$ cat config.mk
export PLATFORM = sky130hd
export DESIGN_NAME = pwr_fault_supervisor
export DESIGN_NICKNAME = d
export VERILOG_FILES = /design/src/rtl/pfs_pkg.sv /design/src/rtl/pfs_supply_hyst.sv /design/src/rtl/pfs_deglitch.sv /design/src/rtl/pfs_fault_fsm.sv /design/src/rtl/pwr_fault_supervisor.sv
export SDC_FILE = /design/constraint.sdc
export NUM_CORES = 1
export LEC_CHECK = 0
export ABC_AREA = 1
export BUFFER_PORTS_ARGS = -buffer_cell sky130_fd_sc_hd__buf_2
export CORE_MARGIN = 8
export CORE_UTILIZATION = 30
export DETAILED_ROUTE_END_ITERATION = 12
export GPL_ROUTABILITY_DRIVEN = 0
export PLACE_DENSITY = 0.59
export RECOVER_POWER = 25
export SYNTH_ARGS = -nofsm -noshare
export SYNTH_HDL_FRONTEND = slang
export SYNTH_SLANG_ARGS = --single-unit
$ cat constraint.sdc
create_clock -name clk -period 1.8 [get_ports clk]
set_input_delay 0.18 -clock clk [delete_from_list [all_inputs] [get_ports clk]]
set_output_delay 0.18 -clock clk [all_outputs]
set_load 0.01 [all_outputs]
$ cat src/rtl/pfs_pkg.sv
package pfs_pkg;

  typedef enum logic [1:0] {
    ST_IDLE  = 2'd0,
    ST_SOFT  = 2'd1,
    ST_RUN   = 2'd2,
    ST_FAULT = 2'd3
  } pfs_state_e;

  localparam int FLT_W     = 3;
  localparam int FLT_OCP   = 0;
  localparam int FLT_SWUV  = 1;
  localparam int FLT_LINUV = 2;

  // Faults that may trip in a given state: over-current while the rails are
  // enabled, undervoltage only once the ramp has finished.
  function automatic logic [FLT_W-1:0] armed_faults(pfs_state_e s,
                                                    logic [FLT_W-1:0] q);
    logic [FLT_W-1:0] m;
    m = '0;
    case (s)
      ST_SOFT: m[FLT_OCP] = q[FLT_OCP];
      ST_RUN:  m = q;
      default: m = '0;
    endcase
    return m;
  endfunction

  function automatic pfs_state_e next_state(pfs_state_e s, logic sup_ok,
                                            logic dis_n, logic ss_done,
                                            logic any_fault);
    logic stop;
    stop = !sup_ok || !dis_n;
    case (s)
      ST_IDLE:  return stop ? ST_IDLE : ST_SOFT;
      ST_SOFT:  return stop ? ST_IDLE : (any_fault ? ST_FAULT :
                                         (ss_done ? ST_RUN : ST_SOFT));
      ST_RUN:   return stop ? ST_IDLE : (any_fault ? ST_FAULT : ST_RUN);
      default:  return stop ? ST_IDLE : ST_FAULT;
    endcase
  endfunction

endpackage

$ cat src/rtl/pfs_supply_hyst.sv
module pfs_supply_hyst (
  input  logic clk,
  input  logic rst_n,
  input  logic above_rise,
  input  logic below_fall,
  output logic sup_ok
);

  always_ff @(posedge clk or negedge rst_n) begin
    if (!rst_n)          sup_ok <= 1'b0;
    else if (below_fall) sup_ok <= 1'b0;
    else if (above_rise) sup_ok <= 1'b1;
  end

  AST_FALL_WINS: assert property (@(posedge clk) disable iff (!rst_n)
    below_fall |=> !sup_ok);
  AST_HYST_HOLD: assert property (@(posedge clk) disable iff (!rst_n)
    (!below_fall && !above_rise) |=> $stable(sup_ok));

endmodule

$ cat src/rtl/pfs_deglitch.sv
module pfs_deglitch #(
  parameter int DEG = 2
) (
  input  logic clk,
  input  logic rst_n,
  input  logic raw,
  output logic qual
);

  localparam int CW = (DEG < 2) ? 1 : $clog2(DEG);
  localparam logic [CW-1:0] SAT = CW'(DEG - 1);

  logic [CW-1:0] run_len;

  // run_len counts earlier consecutive high cycles, saturating at DEG-1
  always_ff @(posedge clk or negedge rst_n) begin
    if (!rst_n)            run_len <= '0;
    else if (!raw)         run_len <= '0;
    else if (run_len != SAT) run_len <= run_len + 1'b1;
  end

  assign qual = raw && (run_len == SAT);

endmodule

$ cat src/rtl/pfs_fault_fsm.sv
module pfs_fault_fsm
  import pfs_pkg::*;
(
  input  logic             clk,
  input  logic             rst_n,
  input  logic             sup_ok,
  input  logic             dis_n,
  input  logic             ss_done,
  input  logic [FLT_W-1:0] flt_q,
  output pfs_state_e       state,
  output logic [FLT_W-1:0] status
);

  pfs_state_e       state_nx;
  logic [FLT_W-1:0] armed;
  logic             fault_hit;
  logic             stop_req;

  assign armed     = armed_faults(state, flt_q);
  assign fault_hit = |armed;
  assign stop_req  = !sup_ok || !dis_n;
  assign state_nx  = next_state(state, sup_ok, dis_n, ss_done, fault_hit);

  always_ff @(posedge clk or negedge rst_n) begin
    if (!rst_n) begin
      state  <= ST_IDLE;
      status <= '0;
    end else begin
      state <= state_nx;
      if (state_nx == ST_FAULT) begin
        if (state != ST_FAULT) status <= armed;
      end else begin
        status <= '0;
      end
    end
  end

  AST_FAULT_HOLD: assert property (@(posedge clk) disable iff (!rst_n)
    (state == ST_FAULT && !stop_req) |=> (state == ST_FAULT && $stable(status)));
  AST_STOP_WINS: assert property (@(posedge clk) disable iff (!rst_n)
    stop_req |=> (state == ST_IDLE && status == '0));
  AST_UV_BLANK: assert property (@(posedge clk) disable iff (!rst_n)
    (state == ST_SOFT && !flt_q[FLT_OCP]) |=> state != ST_FAULT);
  AST_STATUS_IDLE: assert property (@(posedge clk) disable iff (!rst_n)
    (state != ST_FAULT) |-> status == '0);
  AST_FAULT_CAUSE: assert property (@(posedge clk) disable iff (!rst_n)
    (state == ST_FAULT && $past(state) != ST_FAULT) |-> status != '0);

endmodule

$ cat src/rtl/pwr_fault_supervisor.sv
module pwr_fault_supervisor
  import pfs_pkg::*;
#(
  parameter int DEGLITCH_CYC = 2
) (
  input  logic       clk,
  input  logic       rst_n,
  input  logic       sup_above_rise,
  input  logic       sup_below_fall,
  input  logic       ocp_raw,
  input  logic       sw_uv_raw,
  input  logic       lin_uv_raw,
  input  logic       dis_n,
  input  logic       ss_done,
  output logic       ss_en,
  output logic       gate_en,
  output logic       lin_en,
  output logic [2:0] fault_status
);

  logic             sup_ok;
  logic [FLT_W-1:0] flt_raw;
  logic [FLT_W-1:0] flt_q;
  pfs_state_e       state;
  logic [FLT_W-1:0] status;

  pfs_supply_hyst u_sup (
    .clk        (clk),
    .rst_n      (rst_n),
    .above_rise (sup_above_rise),
    .below_fall (sup_below_fall),
    .sup_ok     (sup_ok)
  );

  always_comb begin
    flt_raw            = '0;
    flt_raw[FLT_OCP]   = ocp_raw;
    flt_raw[FLT_SWUV]  = sw_uv_raw;
    flt_raw[FLT_LINUV] = lin_uv_raw;
  end

  for (genvar i = 0; i < FLT_W; i++) begin : g_dg
    pfs_deglitch #(.DEG(DEGLITCH_CYC)) u_dg (
      .clk   (clk),
      .rst_n (rst_n),
      .raw   (flt_raw[i]),
      .qual  (flt_q[i])
    );
  end

  pfs_fault_fsm u_fsm (
    .clk     (clk),
    .rst_n   (rst_n),
    .sup_ok  (sup_ok),
    .dis_n   (dis_n),
    .ss_done (ss_done),
    .flt_q   (flt_q),
    .state   (state),
    .status  (status)
  );

  assign ss_en        = (state == ST_SOFT);
  assign gate_en      = (state == ST_SOFT) || (state == ST_RUN);
  assign lin_en       = (state == ST_SOFT) || (state == ST_RUN);
  assign fault_status = status;

  AST_OFF_IN_FAULT: assert property (@(posedge clk) disable iff (!rst_n)
    (fault_status != 3'b000) |-> (!gate_en && !lin_en && !ss_en));
  AST_SS_WITH_GATES: assert property (@(posedge clk) disable iff (!rst_n)
    ss_en |-> (gate_en && lin_en));
  AST_DIS_OFF: assert property (@(posedge clk) disable iff (!rst_n)
    !dis_n |=> (!gate_en && !lin_en));

endmodule

==> flow_summary_export.csv <==
group,metric,value,unit
sta,grt_setup_unrepaired,"false",
synth,dominantRegCellSynth,"sky130_fd_sc_hd__dfrtp_1",
pwr,static-leakage-power,0.301,nW
cts,tritoncts_clock_tree,"yes",
route,routedWlPerCell,11.1,µm
cells_and_area,layout_cells_sized_above_1,27.9,%
floorplanning,die-area,3060,µm²
cts,cts_buffers,3,
synth,number_of_flops_mapped_to_enable_cells_by_yosys,0,
cells_and_area,n_fill_cell,162,
synth,synthTopCellsByCount,"sky130_fd_sc_hd__nor2_1 (11), sky130_fd_sc_hd__dfrtp_1 (9), sky130_fd_sc_hd__nand2_1 (6)",
cts,cts.reportedPaths.clkPinSlew,0.06,ns
cells_and_area,finalInstanceArea,578,µm²
route,drt_first_pass_iters,2,
synth,synth-async-reset-ratio,100,%
setup_path,worst-endpoint-arrival,1.70,ns
setup_path,start_kind,"flip-flop",
setup_path,path_cells,"inv_1, ha_1, nand3_1, nand3_2, o21ai_0, nand2_1, nand2_2, nor2_1",
setup_path,reg2reg_slack,0.25,ns
synth,flops_latches_synth,9,
setup_path,crit_fanout,4,
synth,synth_largest_type_area_fraction,48.5,%
synth,synth.area.top_cells,"sky130_fd_sc_hd__dfrtp_1 (49%), sky130_fd_sc_hd__ha_1 (13%), sky130_fd_sc_hd__nor2_1 (8.9%), sky130_fd_sc_hd__nand3_2 (6.5%), sky130_fd_sc_hd__nand2_1 (4.9%)",
cells_and_area,fin_util,39.3,%
cts,largest_buffer_count_on_any_clock_path,2,
cells_and_area,n_antenna_cell,0,
setup_path,crit_type,"reg -> reg",
route,post-route-drc-count,0,
pwr,cellPowerDensity,702,nW/µm²
route,drt_first_iter_violations,3,
floorplanning,die_height,55.3,µm
grt,grt_pass1_wl,1610,µm
route,viasPerCell,4.35,
sta,period_utilization_post_route,86.4,%
route,wirelength,933,µm
sta,worst-slew-pin-transition,0.484,ns
synth,synth_nets,64,
flow_run,max-cap-violations,0,
pwr,p_total,0.406,mW
synth,synth.yosys.warnings,0,
cts,ctsRootBufferMaster,"sky130_fd_sc_hd__clkbuf_4",
route,total_via_count_in_the_routed_design,365,
cts,clock_latency,0.25,ns
sta,final_hold_violation_count,0,
cts,clock-sinks,9,
cells_and_area,nets,83,
sta,max-slew-margin-rel,67.7,%
run_status,run_status,"complete, no violations",
grt,initial_antenna_violation_count,0,
floorplanning,placeableCoreArea,1470,µm²
setup_path,worst_ep_required_time,1.95,ns
cells_and_area,instances_no_fill,84,
setup_path,crit_path_max_incr_delay,0.39,ns
sta,slew_violations,0,
setup_path,end_kind,"flip-flop",
floorplanning,die_width,55.3,µm
synth,synth.distinct_cells,13,
cells_and_area,syn_to_final_growth,24.5,%
synth,seq_area_frac_synth,48.5,%
grt,pin_count_of_the_biggest_net_entering_global_routing,10,
sta,fmax,643,MHz
synth,synthDominantAreaCellType,"sky130_fd_sc_hd__dfrtp_1",
setup_path,slowest_stage,"sky130_fd_sc_hd__dfrtp_1",
cts,clock_h_tree_levels,1,
grt,grt_pass1_vias,382,
sta,post-route-min-period,1.55,ns
hold_path,min-delay-path-class,"in -> reg",
synth,synth_area_per_cell,9.28,µm²
floorplanning,design.portCount,15,
pwr,max_ir_drop_vdd,0.340,mV
placed_design,hpwl,762,µm
placed_design,place_area,547,µm²
synth,synth.most_common_cell,"sky130_fd_sc_hd__nor2_1",
placed_design,portBuffers,14,
floorplanning,initial_core_util,31.5,%
synth,post_synth_inst_count,50,
grt,grtUsageTotal,6.62,%
placed_design,inst_count_dp,79,
floorplanning,fp-row-count,14,
grt,grt-ovfl-total,0,
sta,fin_tns_setup,0,ns
sta,report.final.setup_viol,0,
synth,post_synth_instance_area,464,µm²
route,postRouteAntennaNets,0,
cts,cts_repair_resize_count,0,
sta,clock_skew,0.000905,ns
==> area by class of cell <==
cell class | instances | area [µm²] | share of cell area [%]
sequential | 9 | 225 | 39.0
multi-input combinational | 36 | 216 | 37.4
timing repair buffer | 15 | 75.1 | 13.0
clock buffer | 4 | 26.3 | 4.55
tap | 16 | 20.0 | 3.46
inverter | 4 | 15.0 | 2.60
==> stage by stage <==
step | setup slack, ns | hold slack [ns]
after floorplan | 0.337 | -0.116
after global placement | 0.273 | 0.0401
after detailed placement | 0.237 | 0.0410
after CTS | 0.223 | 0.0331
after global routing | 0.0820 | 0.0462
final | 0.246 | 0.0491
==> power breakdown <==
| part | internal, mW | switching (mW) |
|---|---|---|
| Combinational | 0.0173 | 0.0230 |
| Sequential | 0.209 | 0.00432 |
| Clock | 0.0852 | 0.0669 |
==> cell families after synthesis <==
kind of cell	count (synthesis)	share of synthesized area, %
AND/OR/NAND/NOR	26	27.8
flip-flops	9	48.5
AO/OA/AOI/OAI	5	5.39
buffers and inverters	5	4.85
adder cells (fa/ha/maj)	5	13.5
==> flip-flops by register name, indices dropped and copies added, names as in the netlist <==
signal	cells
u_sup.sup_ok	1
u_fsm.state	2
u_fsm.status	3
g_dg.u_dg.run_len	3
==> critical path, delay by kind of cell, from the launching register on <==
| family | cells | cell delay (ns) |
|---|---|---|
| buffers and inverters | 1 | 0.08 |
| DFF | 1 | 0.39 |
| and+or+nand+nor | 5 | 0.51 |
| adders and majority gates | 1 | 0.32 |
| AOI/OAI and AO/OA | 1 | 0.14 |
==> layer usage <==
metal | GRT usage, % | up-vias | share of wire [%]
met5 | 0 | - | 0
met2 | 10.3 | 9 | 48
met1 | 6.99 | 157 | 44
li1 | - | 196 | -
met4 | 5.28 | 0 | 2.4
met3 | 2.51 | 3 | 4.8
==> final timing paths <==
path                                     start  depth (start not counted)                    to
worst max-delay path            u_fsm.state[0]                          8       u_fsm.status[1]
worst min-delay path                   ocp_raw                          1  g_dg[0].u_dg.run_len
worst max register to register  u_fsm.state[0]                          8       u_fsm.status[1]
worst min register to register    u_sup.sup_ok                          2          u_sup.sup_ok
max in group asynchronous                rst_n                          2  g_dg[2].u_dg.run_len
min in group asynchronous                rst_n                          2          u_sup.sup_ok
==> timing repair <==
action / 4_1_cts / 5_1_grt
hold endpoints to repair: 9 / 0
buffers inserted: 0 / 0
hold buffers: 1 / 0
==> layout by cell type, fill, tap and decap left out, drive strengths merged <==
master,count
a21oi,4
inv,4
dfrtp,9
o21ai,1
clkbuf,8
nor2,12
buf,10
ha,5
nand3,5
nand2,8
nand4,1
dlygate4sd3,1
(Power assumes the default switching activity.)
